==> config.mk <==
export PLATFORM = sky130hd
export DESIGN_NAME = mdio_gw_top
export DESIGN_NICKNAME = d
export VERILOG_FILES = /design/src/rtl/mdio_gw_pkg.sv /design/src/rtl/mdio_gw_ctrl.sv /design/src/rtl/mdio_gw_datapath.sv /design/src/rtl/mdio_gw_top.sv
export SDC_FILE = /design/constraint.sdc
export NUM_CORES = 1
export LEC_CHECK = 0
export ABC_AREA = 1
export CAP_MARGIN = 0
export CORE_ASPECT_RATIO = 1.2
export CORE_MARGIN = 3
export CORE_UTILIZATION = 26
export CTS_CLUSTER_DIAMETER = 60
export DETAILED_ROUTE_END_ITERATION = 10
export PLACE_DENSITY = 0.42
export SLEW_MARGIN = 20
export SYNTH_ARGS = -nofsm -noshare
export SYNTH_HDL_FRONTEND = slang
export SYNTH_SLANG_ARGS = --single-unit
==> constraint.sdc <==
create_clock -name clk -period 8.18 [get_ports clk]
set_input_delay 1.636 -clock clk [delete_from_list [all_inputs] [get_ports clk]]
set_output_delay 1.636 -clock clk [all_outputs]
set_load 0.005 [all_outputs]
==> src/rtl/mdio_gw_pkg.sv <==
package mdio_gw_pkg;
  localparam int FRAME_BITS = 64;
  localparam int PRE_BITS   = 32;
  localparam int TA_SLOT    = 46;
  localparam int DATA_SLOT  = 48;
  localparam int SLOT_W     = $clog2(FRAME_BITS);
  localparam int DIV_W      = 8;   // width of period and offset fields
  localparam logic [1:0] OP_WR = 2'd1;
  localparam logic [1:0] OP_RD = 2'd2;

  typedef struct packed {
    logic shiftOut;  // advance the line to the next frame bit
    logic sampleIn;  // capture the line into the read shifter
    logic finish;    // last cycle of the last bit period
  } ctlStrobe_t;
endpackage

==> src/rtl/mdio_gw_ctrl.sv <==
module mdio_gw_ctrl
  import mdio_gw_pkg::*;
(
  input  logic              clk,
  input  logic              rstN,
  input  logic              startReq,
  input  logic              abortReq,
  input  logic [DIV_W-1:0]  period,
  input  logic [DIV_W-1:0]  inOff,
  input  logic [DIV_W-1:0]  outOff,
  output logic              active,
  output logic              mdc,
  output logic [SLOT_W-1:0] slot,
  output ctlStrobe_t        strobe
);
  localparam int CNT_W = DIV_W + 1;
  localparam logic [SLOT_W-1:0] LAST_SLOT = SLOT_W'(FRAME_BITS - 1);

  logic [CNT_W-1:0]  cnt, cntNxt;
  logic [SLOT_W-1:0] slotNxt;
  logic              activeNxt;
  logic [CNT_W-1:0]  lastCnt;
  logic              endOfPeriod, lastSlot;

  assign lastCnt     = {period, 1'b1};           // 2*(P+1)-1
  assign endOfPeriod = (cnt == lastCnt);
  assign lastSlot    = (slot == LAST_SLOT);

  assign strobe.shiftOut = active && (cnt == {1'b0, outOff}) && !lastSlot;
  assign strobe.sampleIn = active && (cnt == {1'b0, inOff}) &&
                           (slot >= SLOT_W'(DATA_SLOT));
  assign strobe.finish   = active && endOfPeriod && lastSlot;

  always_comb begin
    activeNxt = active;
    cntNxt    = cnt;
    slotNxt   = slot;
    if (abortReq) begin
      activeNxt = 1'b0;
      cntNxt    = '0;
      slotNxt   = '0;
    end else if (startReq) begin
      activeNxt = 1'b1;
      cntNxt    = '0;
      slotNxt   = '0;
    end else if (active) begin
      if (endOfPeriod) begin
        cntNxt = '0;
        if (lastSlot) begin
          activeNxt = 1'b0;
          slotNxt   = '0;
        end else begin
          slotNxt = slot + 1'b1;
        end
      end else begin
        cntNxt = cnt + 1'b1;
      end
    end
  end

  always_ff @(posedge clk) begin
    if (!rstN) begin
      active <= 1'b0;
      cnt    <= '0;
      slot   <= '0;
      mdc    <= 1'b0;
    end else begin
      active <= activeNxt;
      cnt    <= cntNxt;
      slot   <= slotNxt;
      mdc    <= activeNxt && (cntNxt > {1'b0, period});
    end
  end

  // busy only ends naturally at the end of the final bit period
  assert_full_frame_R7: assert property (@(posedge clk) disable iff (!rstN)
    $fell(active) && !$past(abortReq) |->
      ($past(slot) == LAST_SLOT) && ($past(cnt) == $past(lastCnt)));

  // a rising MDC edge lands exactly P+1 cycles into its period
  assert_mdc_rise_R5: assert property (@(posedge clk) disable iff (!rstN)
    $rose(mdc) && $stable(period) |-> cnt == ({1'b0, period} + 1'b1));

  // an abort leaves the clock low and the engine idle
  assert_abort_idle_R9: assert property (@(posedge clk) disable iff (!rstN)
    $past(abortReq) |-> !active && !mdc);
endmodule

==> src/rtl/mdio_gw_datapath.sv <==
module mdio_gw_datapath
  import mdio_gw_pkg::*;
#(
  parameter int DEF_PERIOD = 49,
  parameter int DEF_IN_OFF = 6,
  parameter int DEF_OUT_OFF = 13
) (
  input  logic             clk,
  input  logic             rstN,
  input  logic             regWrEn,
  input  logic [2:0]       regAddr,
  input  logic [31:0]      regWdata,
  output logic [31:0]      regRdata,
  input  logic             busy,
  input  ctlStrobe_t       strobe,
  input  logic             mdioIn,
  output logic             startReq,
  output logic             abortReq,
  output logic [DIV_W-1:0] period,
  output logic [DIV_W-1:0] inOff,
  output logic [DIV_W-1:0] outOff,
  output logic             cmdIsRead,
  output logic             pullLow
);
  localparam logic [31:0] CFG_RESET = {DIV_W'(DEF_OUT_OFF), DIV_W'(DEF_IN_OFF),
                                       DIV_W'(DEF_PERIOD), 8'h15};

  logic [15:0] cmdData;
  logic [4:0]  cmdReg, cmdPhy;
  logic [1:0]  cmdOp;
  logic        cmdSt;
  logic [31:0] cfgWord;
  logic [FRAME_BITS-1:0] frameSh;
  logic [15:0] readSh, readNxt;
  logic        cmdWr, cfgWr, cmdTake, goBits, opLegal;
  logic [1:0]  wrOp;

  assign cmdWr    = regWrEn && (regAddr == 3'h0);
  assign cfgWr    = regWrEn && (regAddr == 3'h4);
  assign abortReq = cmdWr && (regWdata == 32'h0);
  assign cmdTake  = cmdWr && (!busy || abortReq);
  assign wrOp     = regWdata[27:26];
  assign opLegal  = (wrOp == OP_WR) || (wrOp == OP_RD);
  assign goBits   = regWdata[30] && regWdata[28];
  assign startReq = cmdTake && !busy && goBits && opLegal;

  assign period    = cfgWord[15:8];
  assign inOff     = cfgWord[23:16];
  assign outOff    = cfgWord[31:24];
  assign cmdIsRead = (cmdOp == OP_RD);
  assign pullLow   = busy && !frameSh[FRAME_BITS-1];
  assign readNxt   = strobe.sampleIn ? {readSh[14:0], mdioIn} : readSh;

  always_ff @(posedge clk) begin
    if (!rstN) begin
      cmdData <= '0;
      cmdReg  <= '0;
      cmdPhy  <= '0;
      cmdOp   <= '0;
      cmdSt   <= 1'b0;
      cfgWord <= CFG_RESET;
      frameSh <= '1;
      readSh  <= '0;
    end else begin
      if (cfgWr) cfgWord <= regWdata;
      readSh <= readNxt;
      if (cmdTake) begin
        cmdData <= regWdata[15:0];
        cmdReg  <= regWdata[20:16];
        cmdPhy  <= regWdata[25:21];
        cmdOp   <= wrOp;
        cmdSt   <= regWdata[28];
      end else if (strobe.finish && cmdIsRead) begin
        cmdData <= readNxt;
      end
      if (startReq) begin
        frameSh <= {{PRE_BITS{1'b1}}, 2'b01, wrOp, regWdata[25:21],
                    regWdata[20:16],
                    (wrOp == OP_WR) ? 2'b10 : 2'b11,
                    (wrOp == OP_WR) ? regWdata[15:0] : 16'hFFFF};
      end else if (abortReq || strobe.finish) begin
        frameSh <= '1;
      end else if (strobe.shiftOut) begin
        frameSh <= {frameSh[FRAME_BITS-2:0], 1'b1};
      end
    end
  end

  always_comb begin
    case (regAddr)
      3'h0:    regRdata = {1'b0, busy, 1'b0, cmdSt, cmdOp, cmdPhy, cmdReg, cmdData};
      3'h4:    regRdata = cfgWord;
      default: regRdata = '0;
    endcase
  end

  // a frame is only launched for a legal Clause 22 command
  assert_start_legal_R2: assert property (@(posedge clk) disable iff (!rstN)
    $rose(busy) |-> cmdSt && ((cmdOp == OP_WR) || (cmdOp == OP_RD)));

  // addressing fields cannot move while a frame is running
  assert_fields_held_R8: assert property (@(posedge clk) disable iff (!rstN)
    busy && $past(busy) |-> $stable(cmdPhy) && $stable(cmdReg) && $stable(cmdOp));

  // the line is never pulled while idle
  assert_idle_release_R11: assert property (@(posedge clk) disable iff (!rstN)
    !busy |-> !pullLow);
endmodule

==> src/rtl/mdio_gw_top.sv <==
module mdio_gw_top
  import mdio_gw_pkg::*;
#(
  parameter int DEF_PERIOD  = 49,
  parameter int DEF_IN_OFF  = 6,
  parameter int DEF_OUT_OFF = 13
) (
  input  logic        clk,
  input  logic        rstN,
  input  logic        regWrEn,
  input  logic [2:0]  regAddr,
  input  logic [31:0] regWdata,
  output logic [31:0] regRdata,
  output logic        mdc,
  output logic        mdioPullLow,
  input  logic        mdioIn
);
  logic             busy, startReq, abortReq, cmdIsRead;
  logic [DIV_W-1:0] period, inOff, outOff;
  logic [SLOT_W-1:0] slot;
  ctlStrobe_t       strobe;

  mdio_gw_ctrl uCtrl (
    .clk(clk), .rstN(rstN), .startReq(startReq), .abortReq(abortReq),
    .period(period), .inOff(inOff), .outOff(outOff),
    .active(busy), .mdc(mdc), .slot(slot), .strobe(strobe)
  );

  mdio_gw_datapath #(
    .DEF_PERIOD(DEF_PERIOD), .DEF_IN_OFF(DEF_IN_OFF), .DEF_OUT_OFF(DEF_OUT_OFF)
  ) uData (
    .clk(clk), .rstN(rstN), .regWrEn(regWrEn), .regAddr(regAddr),
    .regWdata(regWdata), .regRdata(regRdata), .busy(busy), .strobe(strobe),
    .mdioIn(mdioIn), .startReq(startReq), .abortReq(abortReq),
    .period(period), .inOff(inOff), .outOff(outOff),
    .cmdIsRead(cmdIsRead), .pullLow(mdioPullLow)
  );

  // a read frame leaves the line to the PHY from the turnaround on
  assert_read_release_R4: assert property (@(posedge clk) disable iff (!rstN)
    busy && cmdIsRead && (slot >= SLOT_W'(TA_SLOT)) |-> !mdioPullLow);
endmodule

-- Yosys cells after proc, flatten, opt, wreduce, memory -nomap -nowiden
Cells that the tools add are included.
- input bits: 39
- register bits: 158
- output and inout bits: 34
- logic and storage cells: 75
- bitwise logic cells: 1
- order comparisons: 2
- reductions and logical operators: 30
- $add $sub $neg: 2
- mux-type cells: 19
- equality and inequality tests: 8
- operators by type and width (operator ; number):
    $mux 32 ; 3
    $mux 16 ; 4
    $pmux 32 s2 ; 1
    $mux 9 ; 4
    $logic_not 32->1 ; 1
    $eq 9x8->1 ; 2
    $logic_and 1x1->1 ; 17
    $add 9x1->9 const B ; 1
    $eq 9x9->1 ; 1
    $gt 9x8->1 ; 1
    $add 6x1->6 const B ; 1
    $eq 6x6->1 const B ; 1
    $ge 6x6->1 const B ; 1
    $mux 1 ; 6
    $mux 6 ; 1
    $reduce_or 3->1 ; 2
    $eq 2x2->1 const B ; 2
    $eq 3x3->1 const B ; 1
    $logic_not 1->1 ; 3
    $logic_not 3->1 ; 1
    $logic_or 1x1->1 ; 3
    $reduce_bool 3->1 ; 1
    $eq 2x1->1 const B ; 1
    $reduce_and 2->1 ; 1
    other kinds (2) ; 2

-- Longest topological paths before layout
Gate-level depths: netlist (run 1).
- word-level depth: 12
- gate-level depth with buffers: 22
- mapped depth without buffers: 20

-- Hierarchy
A second synthesis (run 1) with hierarchy kept.
- cell total of the unflattened synthesis: 1157
- area, all modules: 7815.0 µm²
- modules (own cells, without submodules) (module ; seq. area each (µm²) ; times used ; area each (µm²) ; cells each):
    mdio_gw_datapath ; 2822.7 ; 1 ; 6372.4 ; 937
    mdio_gw_ctrl ; 340.3 ; 1 ; 1442.6 ; 220

-- Least setup slack after synthesis (run 1)
No wires, ideal clock.
- path type: input-to-output
- start point: input port regAddr[1]
- end point: output port regRdata[17]
- data required time: 6.544 ns
- arrival: 2.546 ns
- setup slack: 3.998 ns
- path buffers: 2
- stages: 6
- cell sequence: nor2_1 -> nand2_1 -> clkbuf_1 -> inv_1 -> clkbuf_1 -> a22o_1
- word-level cells in the longest chain between the ends: 2
- elaborated cells between the ends (all ways): 3
- classes of those cells: eq/ne (1); mux (1); reduce/logical (1)
- RTL lines (item ; line ; RTL):
    start, declared ; mdio_gw_top.sv:11 ; input logic [2:0] regAddr,
    $eq 3x3->1 / $logic_not 3->1 (equally long branches) ; mdio_gw_datapath.sv:90 ; case (regAddr)
    $pmux 32 s2 (*) ; mdio_gw_datapath.sv:90 ;
    end, declared ; mdio_gw_top.sv:13 ; output logic [31:0] regRdata,
Mark *: on every way between the ends. The rest lies on a longest branch, timed or not.

-- Worst setup path in the final report (run 1)
- start point: input port regAddr[1]
- end point: output port regRdata[16]
The elaborated chain is that of the path after synthesis.

==> reports/results.tsv, run 1 <==
metric	value	unit
DIE HEIGHT	199	microns
n_diodes	0	
Seq/Total Area, Yosys	0.393	
nets@finish	1237	
final core occ	0.318	
Critical Path Start	regAddr[1]	
maximum VDD drop	0.0908	mV
Leak Pwr	0.00414	uW
CTS tree	done	
die area	0.0331	sq mm
total track usage	0.162	
Pins Over Slew Limit	0	
PD cells	181	mW/mm^2
post-route ant nets	0	
Worst Path Arrival	3.82	ns
io pins	73	
Ys Warns	0	
Worst-Margin Slew	1.00	ns
Primary FF master, synth	dfxtp_1	
Via Count	7606	
clock latency at the later pin of the worst-skew pair	0.44	ns
largest cells by area after synthesis	dfxtp_1 39%, nand2_1 13%, nand3_1 6.9%, nor2_1 5.1%, nand4_1 4.4%	
H-tree Lvls	4	
clock tree sinks	158	
cts hold-fix bufs	0	
worst hold path class	flop to flop	
min Tclk post-route	5.46	ns
Register-to-Register Setup Slack	4.67	ns
vias in the first global route	7366	
Crit Path Class	primary input to output port	
Synth Net Count	1205	
initial antenna violation count	0	
Initial Utilization	0.268	
worst r2r src	uCtrl.active	
crit-path max FO	20	
Area growth syn-to-layout	18.9	%
# rows	69	
total negative setup slack	0	ns
Clock Pin Slew Worst Setup and Hold Paths	0.07	ns
Placeable Area	0.0300	sq mm
per-cell routed wire length	16.8	microns
GRT Residual Overflow	0	
layout cells sized above 1	0.0817	
Fin Clk Skew	0.0168	ns
Yosys cell types	35	
Fin. Hold Viols	0	
worst hold slack	0.459	ns
Post-CTS Setup Bufs	0	
Setup crit end kind	output port	
startpoint types	primary input	
largest net degree at the start of global routing	80	
final WL	26.7	mm
IO Port Bufs	72	
vias per cell	4.79	
crit path to	regRdata[16]	
Initial DRC Count	582	
DRC	0	
WP data required	6.54	ns
Post-Syn Instances	1154	
cell with the most instances after synthesis	nand2_1	
first drt pass iteration count	5	
leading area contributor after synthesis	dfxtp_1	
Synth async-reset ratio	0	
Yosys reg bits	158	
Yosys top cell area share	0.393	
EDFF count, synth	0	
Root Buffer	clkbuf_16	
synthesized area per cell	6.97	sq um
CTS Buffer Depth	2	
Slew HR	0.329	
Die X	167	microns
Placer Congestion	0.846	
clock buffer count from CTS	17	
Max Cap Viol	0	
outcome	complete, no violations	
FMAX	183	MHz
filler instances	3360	
final setup fails	0	
global-route wire length before repair	42.2	mm
final worst-path cycle share	0.667	
RSZ-0062 raised after global routing	false	
worst reg-to-reg path cell count	18	
top cells by count, synth	288 x nand2_1, 158 x dfxtp_1, 111 x nand3_1, 109 x nor2_1, 92 x inv_1	
Detail Placement HPWL	17.8	mm
post_cts resized	0	
Post-Synthesis Cell Area	0.00805	sq mm
R2R Path End	uCtrl.mdc	
[registers in the layout (all words and copies together) (netlist names)]
| signal | cells |
|---|---|
| uData.cmdData | 16 |
| uCtrl.slot | 6 |
| uData.cfgWord | 32 |
| uCtrl.cnt | 9 |
| uCtrl.mdc | 1 |
| uData.cmdReg | 5 |
| uData.cmdOp | 2 |
| uData.readSh | 16 |
| uData.frameSh | 64 |
| uCtrl.active | 1 |
| uData.cmdSt | 1 |
| uData.cmdPhy | 5 |
[logic make-up (layout without fill, tap and decap cells)]
kind of cell	after synthesis	in the layout	synth area share
AO/OA/AOI/OAI	142	142	0.0949
flip-flops	158	158	0.393
adder cells (fa/ha/maj)	12	12	0.0187
XOR/XNOR	17	17	0.0185
buffers and inverters	170	215	0.0938
AND/OR/NAND/NOR	655	655	0.381
[placed cells by master (no fill, tap or decap), types with 17 or more instances in the layout]
cell type | Yosys | layout
o21ai_0 | 49 | 49
nand3_1 | 111 | 111
clkbuf_16 | 0 | 17
inv_1 | 92 | 92
nand2_1 | 288 | 288
dfxtp_1 | 158 | 158
nand3b_1 | 35 | 35
nor2_1 | 109 | 107
nand4_1 | 56 | 56
clkdlybuf4s50_1 | 0 | 71
a21oi_1 | 65 | 65
[layout make-up]
| type | count | area (sq um) | area share |
|---|---|---|---|
| Multi-Input combinational cell | 826 | 4150 | 0.433 |
| Inverter | 100 | 375 | 0.0392 |
| Timing Repair Buffer | 83 | 798 | 0.0834 |
| Clock buffer | 18 | 439 | 0.0459 |
| Sequential cell | 158 | 3160 | 0.331 |
| Clock inverter | 14 | 158 | 0.0165 |
| Tap cell | 390 | 488 | 0.0510 |
[critical path, cell delays in order]
cell	delay, ns
clkdlybuf4s50_1	0.40
nor2_1	0.22
nand2_1	0.08
buf_4	0.24
inv_1	0.33
nand2_1	0.10
o21ai_0	0.22
clkdlybuf4s50_1	0.60
[where the power goes]
group	switching, uW	leakage, uW	total [uW]	internal [uW]
Clock	360	0.000277	823	463
Combinational	73.6	0.00259	119	45.7
Sequential	6.66	0.00128	787	781
[how the worst min path moves through the flow]
stage,slack [ns],depth (start not counted),to,from
after global placement,0.45,2,uData.frameSh[17],uData.frameSh[16]
after global routing,0.49,2,uData.frameSh[61],uData.frameSh[60]
after detailed placement,0.45,2,uData.frameSh[17],uData.frameSh[16]
final,0.46,2,uData.cfgWord[1],uData.cfgWord[1]
after floorplan,0.43,2,uData.cfgWord[0],uData.cfgWord[0]
after CTS,0.46,2,uData.cfgWord[1],uData.cfgWord[1]
[per-stage QoR]
stage / power [uW] / worst slack (ns) / instance area, sq um / cells
after floorplan: 863 / 4.00 / 8050 / 1154
after global placement: 926 / 2.68 / 8970 / 1557
after global routing: 1800 / 2.61 / 9570 / 1589
final: 1730 / 2.72 / 9570 / 1589
after CTS: 1760 / 2.68 / 9570 / 1589
after detailed placement: 926 / 2.68 / 8970 / 1557
[routing by layer]
metal  up-vias  track usage  part of all wire
li1       3851            -                 -
met4         0       0.0391            0.0098
met3        15       0.0296             0.039
met5         -            0                 0
met1      3578        0.223              0.49
met2       162        0.264              0.46
Note: power is estimated with default switching activity, not from simulation.
==> inputs of run 2 (changes only) <==
==> constraint.sdc (replaced) <==
create_clock -name clk -period 5.4 [get_ports clk]
set_input_delay 1.08 -clock clk [delete_from_list [all_inputs] [get_ports clk]]
set_output_delay 1.08 -clock clk [all_outputs]
set_load 0.005 [all_outputs]
==> run 2 against run 1 <==
- clock skew is 0.0082 ns lower
- clock power is 45% higher
- first-iteration DRC count is 15% lower
- highest routed layer unchanged
- largest power group is now registers
- sequential power is 51% higher
- cell area is 0.35% lower
- total power is 48% higher
- global-route usage is 0.17 points higher
- count of clock-buffer cells in the layout is 4 higher
- core utilization is 0.11 points lower
- wire length is 1.6% higher
- sequential cell count stayed put
==> reports/results.tsv, run 2 (synthesized netlist as in run 1, its figures left out) <==
metric	value	unit	change
outcome	complete, no violations		unchanged
Die X	167	microns	unchanged
maximum VDD drop	0.164	mV	was 0.0908 mV
die area	0.0331	sq mm	unchanged
Initial Utilization	0.268		unchanged
# rows	69		unchanged
Reg with most FFs	uData.frameSh		unchanged
nets@finish	1237		unchanged
Area growth syn-to-layout	18.5	%	was 18.9%
CTS Buffer Depth	2		unchanged
Pins Over Slew Limit	0		unchanged
Detail Placement HPWL	18.6	mm	was 17.8 mm
Crit Path Class	primary input to output port		unchanged
final worst-path cycle share	0.847		
final core occ	0.317		was 0.318
vias per cell	4.77		was 4.79
CTS tree	done		unchanged
Register-to-Register Setup Slack	2.39	ns	was 4.67 ns
Placeable Area	0.0300	sq mm	unchanged
Worst Path Arrival	3.49	ns	was 3.82 ns
layout cells sized above 1	0.0801		was 0.0817
Critical Path Start	regAddr[1]		unchanged
Post-CTS Setup Bufs	0		unchanged
top flop regs	uData.frameSh: 64 flops, uData.cfgWord: 32 flops		unchanged
cts hold-fix bufs	0		unchanged
max FFs per register	64		unchanged
PD cells	269	mW/mm^2	was 181 mW/mm^2
Via Count	7575		was 7606
placed insts	1557		unchanged
worst r2r src	uCtrl.cnt[4]		was uCtrl.active
worst reg-to-reg path cell count	20		was 18
min Tclk post-route	4.57	ns	
total track usage	0.163		was 0.162
Root Buffer	clkbuf_16		unchanged
R2R Path End	uCtrl.mdc		unchanged
clock latency at the later pin of the worst-skew pair	0.43	ns	was 0.44 ns
Placer Congestion	0.815		was 0.846
n_diodes	0		unchanged
dpl ws	0.739	ns	was 2.68 ns
H-tree Lvls	4		unchanged
total negative setup slack	0	ns	unchanged
commonest non-fill, non-tap cell in the layout	nand2_1		unchanged
worst hold path class	flop to flop		unchanged
vias in the first global route	7220		was 7366
FMAX	219	MHz	
final WL	27.1	mm	was 26.7 mm
initial antenna violation count	0		unchanged
Setup crit end kind	output port		unchanged
crit-path max FO	17		was 20
largest net degree at the start of global routing	66		was 80
Design Area, Final	0.00953	sq mm	was 0.00957 sq mm
post_cts resized	0		unchanged
most frequent cells in the layout	288 x nand2_1, 158 x dfxtp_1, 111 x nand3_1		unchanged
io pins	73		unchanged
first drt pass iteration count	5		unchanged
post-route worst setup slack	0.829	ns	was 2.72 ns
per-cell routed wire length	17.1	microns	was 16.8 microns
clock buffer count from CTS	17		unchanged
clock tree sinks	158		unchanged
Fin. Hold Viols	0		unchanged
crit path to	regRdata[18]		was regRdata[16]
Initial DRC Count	497		was 582
Max Cap Viol	0		unchanged
DRC	0		unchanged
placed inst area	0.00896	sq mm	was 0.00897 sq mm
Layout Cells excl Fill	1588		was 1589
post-route ant nets	0		unchanged
Slew HR	0.387		was 0.329
Fin Clk Skew	0.00859	ns	was 0.0168 ns
RSZ-0062 raised after global routing	false		unchanged
final setup fails	0		unchanged
DIE HEIGHT	199	microns	unchanged
global-route wire length before repair	42.4	mm	was 42.2 mm
IO Port Bufs	72		unchanged
WP data required	4.32	ns	was 6.54 ns
Clock Pin Slew Worst Setup and Hold Paths	0.07	ns	about the same
GRT Residual Overflow	0		unchanged
filler instances	3287		was 3360
Leak Pwr	0.00414	uW	about the same
Worst-Margin Slew	0.919	ns	was 1.00 ns
startpoint types	primary input		unchanged
==> run 2: worst max-delay path, stage by stage <==
cell,delay (ns)
clkdlybuf4s50_1,0.40
nor2_1,0.24
nand2_1,0.53
inv_1,0.50
a22o_1,0.23
clkdlybuf4s50_1,0.50
==> run 2: cell type report <==
type                       instances  area (sq um)  area share
multi-input combinational        826          4140       0.434
sequential                       158          3160       0.332
timing repair buffer              83           798      0.0837
tap                              390           488      0.0512
clock buffer                      22           484      0.0508
inverter                         100           375      0.0394
clock inverter                     9          86.3     0.00906
==> run 2: power by group <==
part	total, uW	internal [uW]	switching [uW]
Combinational	182	69.3	113
Sequential	1190	1180	10.2
Clock	1190	681	510
Total	2570	1930	633
==> run 2: how the worst min path moves through the flow <==
stage,start,to,cells after the start
after floorplan,uData.cfgWord[0],uData.cfgWord[0],2
after global placement,uData.frameSh[57],uData.frameSh[58],2
after detailed placement,uData.cfgWord[0],uData.cfgWord[0],2
after CTS,uData.cfgWord[0],uData.cfgWord[0],2
after global routing,uData.frameSh[62],uData.frameSh[63],2
final,uData.cfgWord[3],uData.cfgWord[3],2
==> run 2: through the flow <==
step / hold WS [ns] / power [uW]
after floorplan: 0.429 / 1310
after global placement: 0.452 / 1400
after detailed placement: 0.449 / 1400
after CTS: 0.468 / 2600
after global routing: 0.480 / 2660
final: 0.466 / 2570
==> run 2: metal layers <==
layer  vias up  part of all wire  GRT usage
met1      3503              0.49      0.222
met2       190              0.45      0.269
met3        29             0.041     0.0272
met4         0             0.018     0.0461
met5         -                 0          0
li1       3853                 -          -
==> inputs of run 3 (changes only) <==
==> constraint.sdc (replaced) <==
create_clock -name clk -period 4.35 [get_ports clk]
set_input_delay 0.87 -clock clk [delete_from_list [all_inputs] [get_ports clk]]
set_output_delay 0.87 -clock clk [all_outputs]
set_load 0.005 [all_outputs]
==> run 3 against run 2 <==
- worst hold slack worse by 0.0027 ns
- largest power group is now clock
- via count up 1.2%
- combinational power up 26%
- highest routed layer unchanged
==> reports/results.tsv, run 3 (synthesized netlist as in run 1, its figures left out) <==
metric	value	unit	change
Clk pwr share	0.465		was 0.464
dpl ws	0.512	ns	was 0.739 ns
Root Buffer	clkbuf_16		unchanged
Slew HR	0.424		was 0.387
met2 wire len	12.5	mm	was 12.3 mm
Met1 Routed Length	13.3	mm	was 13.2 mm
H-tree Lvls	4		unchanged
Fin. Hold Viols	0		unchanged
FMAX	265	MHz	
share of power burned in combinational logic	0.072		was 0.071
die area	0.0331	sq mm	unchanged
Fin Clk Skew	0.0133	ns	was 0.00859 ns
internal power	2370	uW	was 1930 uW
most frequent cells in the layout	288 x nand2_1, 158 x dfxtp_1, 111 x nand3_1		unchanged
routed wl met3	902	microns	was 1.11 mm
PD cells	332	mW/mm^2	was 269 mW/mm^2
commonest non-fill, non-tap cell in the layout	nand2_1		unchanged
# rows	69		unchanged
n_diodes	0		unchanged
first drt pass iteration count	7		was 5
Hold Crit Depth	2		unchanged
final worst-path cycle share	0.868		
top flop regs	uData.frameSh: 64 flops, uData.cfgWord: 32 flops		unchanged
per-cell routed wire length	17.0	microns	was 17.1 microns
global-route wire length before repair	43.0	mm	was 42.4 mm
clock latency at the later pin of the worst-skew pair	0.43	ns	about the same
post-route ant nets	0		unchanged
switch share	0.259		was 0.247
Detail Placement HPWL	18.4	mm	was 18.6 mm
cts hold-fix bufs	0		unchanged
placed inst area	0.00904	sq mm	was 0.00896 sq mm
Design Area, Final	0.00961	sq mm	was 0.00953 sq mm
R2R Path End	uCtrl.mdc		unchanged
Initial Utilization	0.268		unchanged
vias in the first global route	7465		was 7220
layout cells sized above 1	0.0886		was 0.0801
area of the multi-input gates	0.00414	sq mm	unchanged
clock tree sinks	158		unchanged
maximum VDD drop	0.188	mV	was 0.164 mV
Seq. cell area	0.00316	sq mm	unchanged
nets@finish	1246		was 1237
crit-path max FO	28		was 17
clock buffer count from CTS	17		unchanged
RSZ-0062 raised after global routing	false		unchanged
Setup crit end kind	output port		unchanged
worst hold slack	0.464	ns	was 0.466 ns
WP data required	3.48	ns	was 4.32 ns
highest metal used	met4		unchanged
Pins Over Slew Limit	0		unchanged
Worst Path Arrival	2.91	ns	was 3.49 ns
Area growth syn-to-layout	19.5	%	was 18.5%
Register-to-Register Setup Slack	1.43	ns	was 2.39 ns
NetSw	827	uW	was 633 uW
Via Count	7669		was 7575
io pins	73		unchanged
initial antenna violation count	0		unchanged
Layout Cells excl Fill	1598		was 1588
sequential power share	0.463		was 0.465
Initial DRC Count	678		was 497
min Tclk post-route	3.78	ns	
post-route worst setup slack	0.573	ns	was 0.829 ns
worst reg-to-reg path cell count	20		unchanged
hold path start	uData.cfgWord[7]		was uData.cfgWord[3]
CTS Buffer Depth	2		unchanged
Clock Pin Slew Worst Setup and Hold Paths	0.08	ns	was 0.07 ns
Max Cap Viol	0		unchanged
placed insts	1566		was 1557
startpoint types	primary input		unchanged
Crit Path Class	primary input to output port		unchanged
largest net degree at the start of global routing	81		was 66
final WL	27.2	mm	was 27.1 mm
Die X	167	microns	unchanged
filler instances	3356		was 3287
DIE HEIGHT	199	microns	unchanged
worst r2r src	uCtrl.cnt[6]		was uCtrl.cnt[4]
CTS tree	done		unchanged
worst hold path class	flop to flop		unchanged
outcome	complete, no violations		unchanged
Reg with most FFs	uData.frameSh		unchanged
total track usage	0.165		was 0.163
vias per cell	4.80		was 4.77
total negative setup slack	0	ns	unchanged
GRT Residual Overflow	0		unchanged
final setup fails	0		unchanged
max FFs per register	64		unchanged
post_cts resized	0		unchanged
Worst-Margin Slew	0.861	ns	was 0.919 ns
Hold EP	uData.cfgWord[7]		was uData.cfgWord[3]
IO Port Bufs	72		unchanged
Post-CTS Setup Bufs	0		unchanged
Placeable Area	0.0300	sq mm	unchanged
DRC	0		unchanged
Leak Pwr	0.00417	uW	was 0.00414 uW
Placer Congestion	0.858		was 0.815
## run 3: critical path: stages
cell	delay [ns]
clkdlybuf4s50_1	0.40
nor2_1	0.25
nand2_1	0.08
buf_4	0.26
inv_1	0.32
a22o_1	0.21
clkdlybuf4s50_1	0.51
## run 3: power groups by stage
stage | logic (uW) | clock network, uW | registers, uW
final | 230 | 1490 | 1480
after CTS | 232 | 1530 | 1480
after floorplan | 114 | 0 | 1510
after detailed placement | 231 | 0 | 1510
after global routing | 253 | 1590 | 1480
after global placement | 232 | 0 | 1510
## run 3: cell type report
type                    count  share of cell area
clock buffers              18              0.0457
flip-flops and latches    158               0.329
repair buffers             92              0.0914
well taps                 390              0.0508
multi-input cells         826               0.430
clock inverters            14              0.0138
inverters                 100              0.0390
## run 3: per-stage QoR
stage | power, uW | utilization
floorplan | 1620 | -
global placement | 1750 | 0.301
detailed placement | 1740 | 0.301
CTS | 3240 | 0.320
global route | 3320 | 0.320
finish | 3200 | 0.320
## run 3: worst max path at each step
stage | startpoint | endpoint | slack [ns]
final | regAddr[1] | regRdata[26] | 0.57
after global routing | regAddr[1] | regRdata[0] | 0.43
after CTS | regAddr[1] | regRdata[26] | 0.53
after detailed placement | regAddr[1] | uCtrl.mdc | 0.51
after global placement | regAddr[1] | regRdata[18] | 0.55
after floorplan | regWdata[26] | uCtrl.mdc | 1.39
## run 3: per-layer routing
metal	GRT usage	vias up
li1	-	3878
met3	0.0266	26
met5	0	-
met2	0.270	164
met1	0.227	3601
met4	0.0434	0
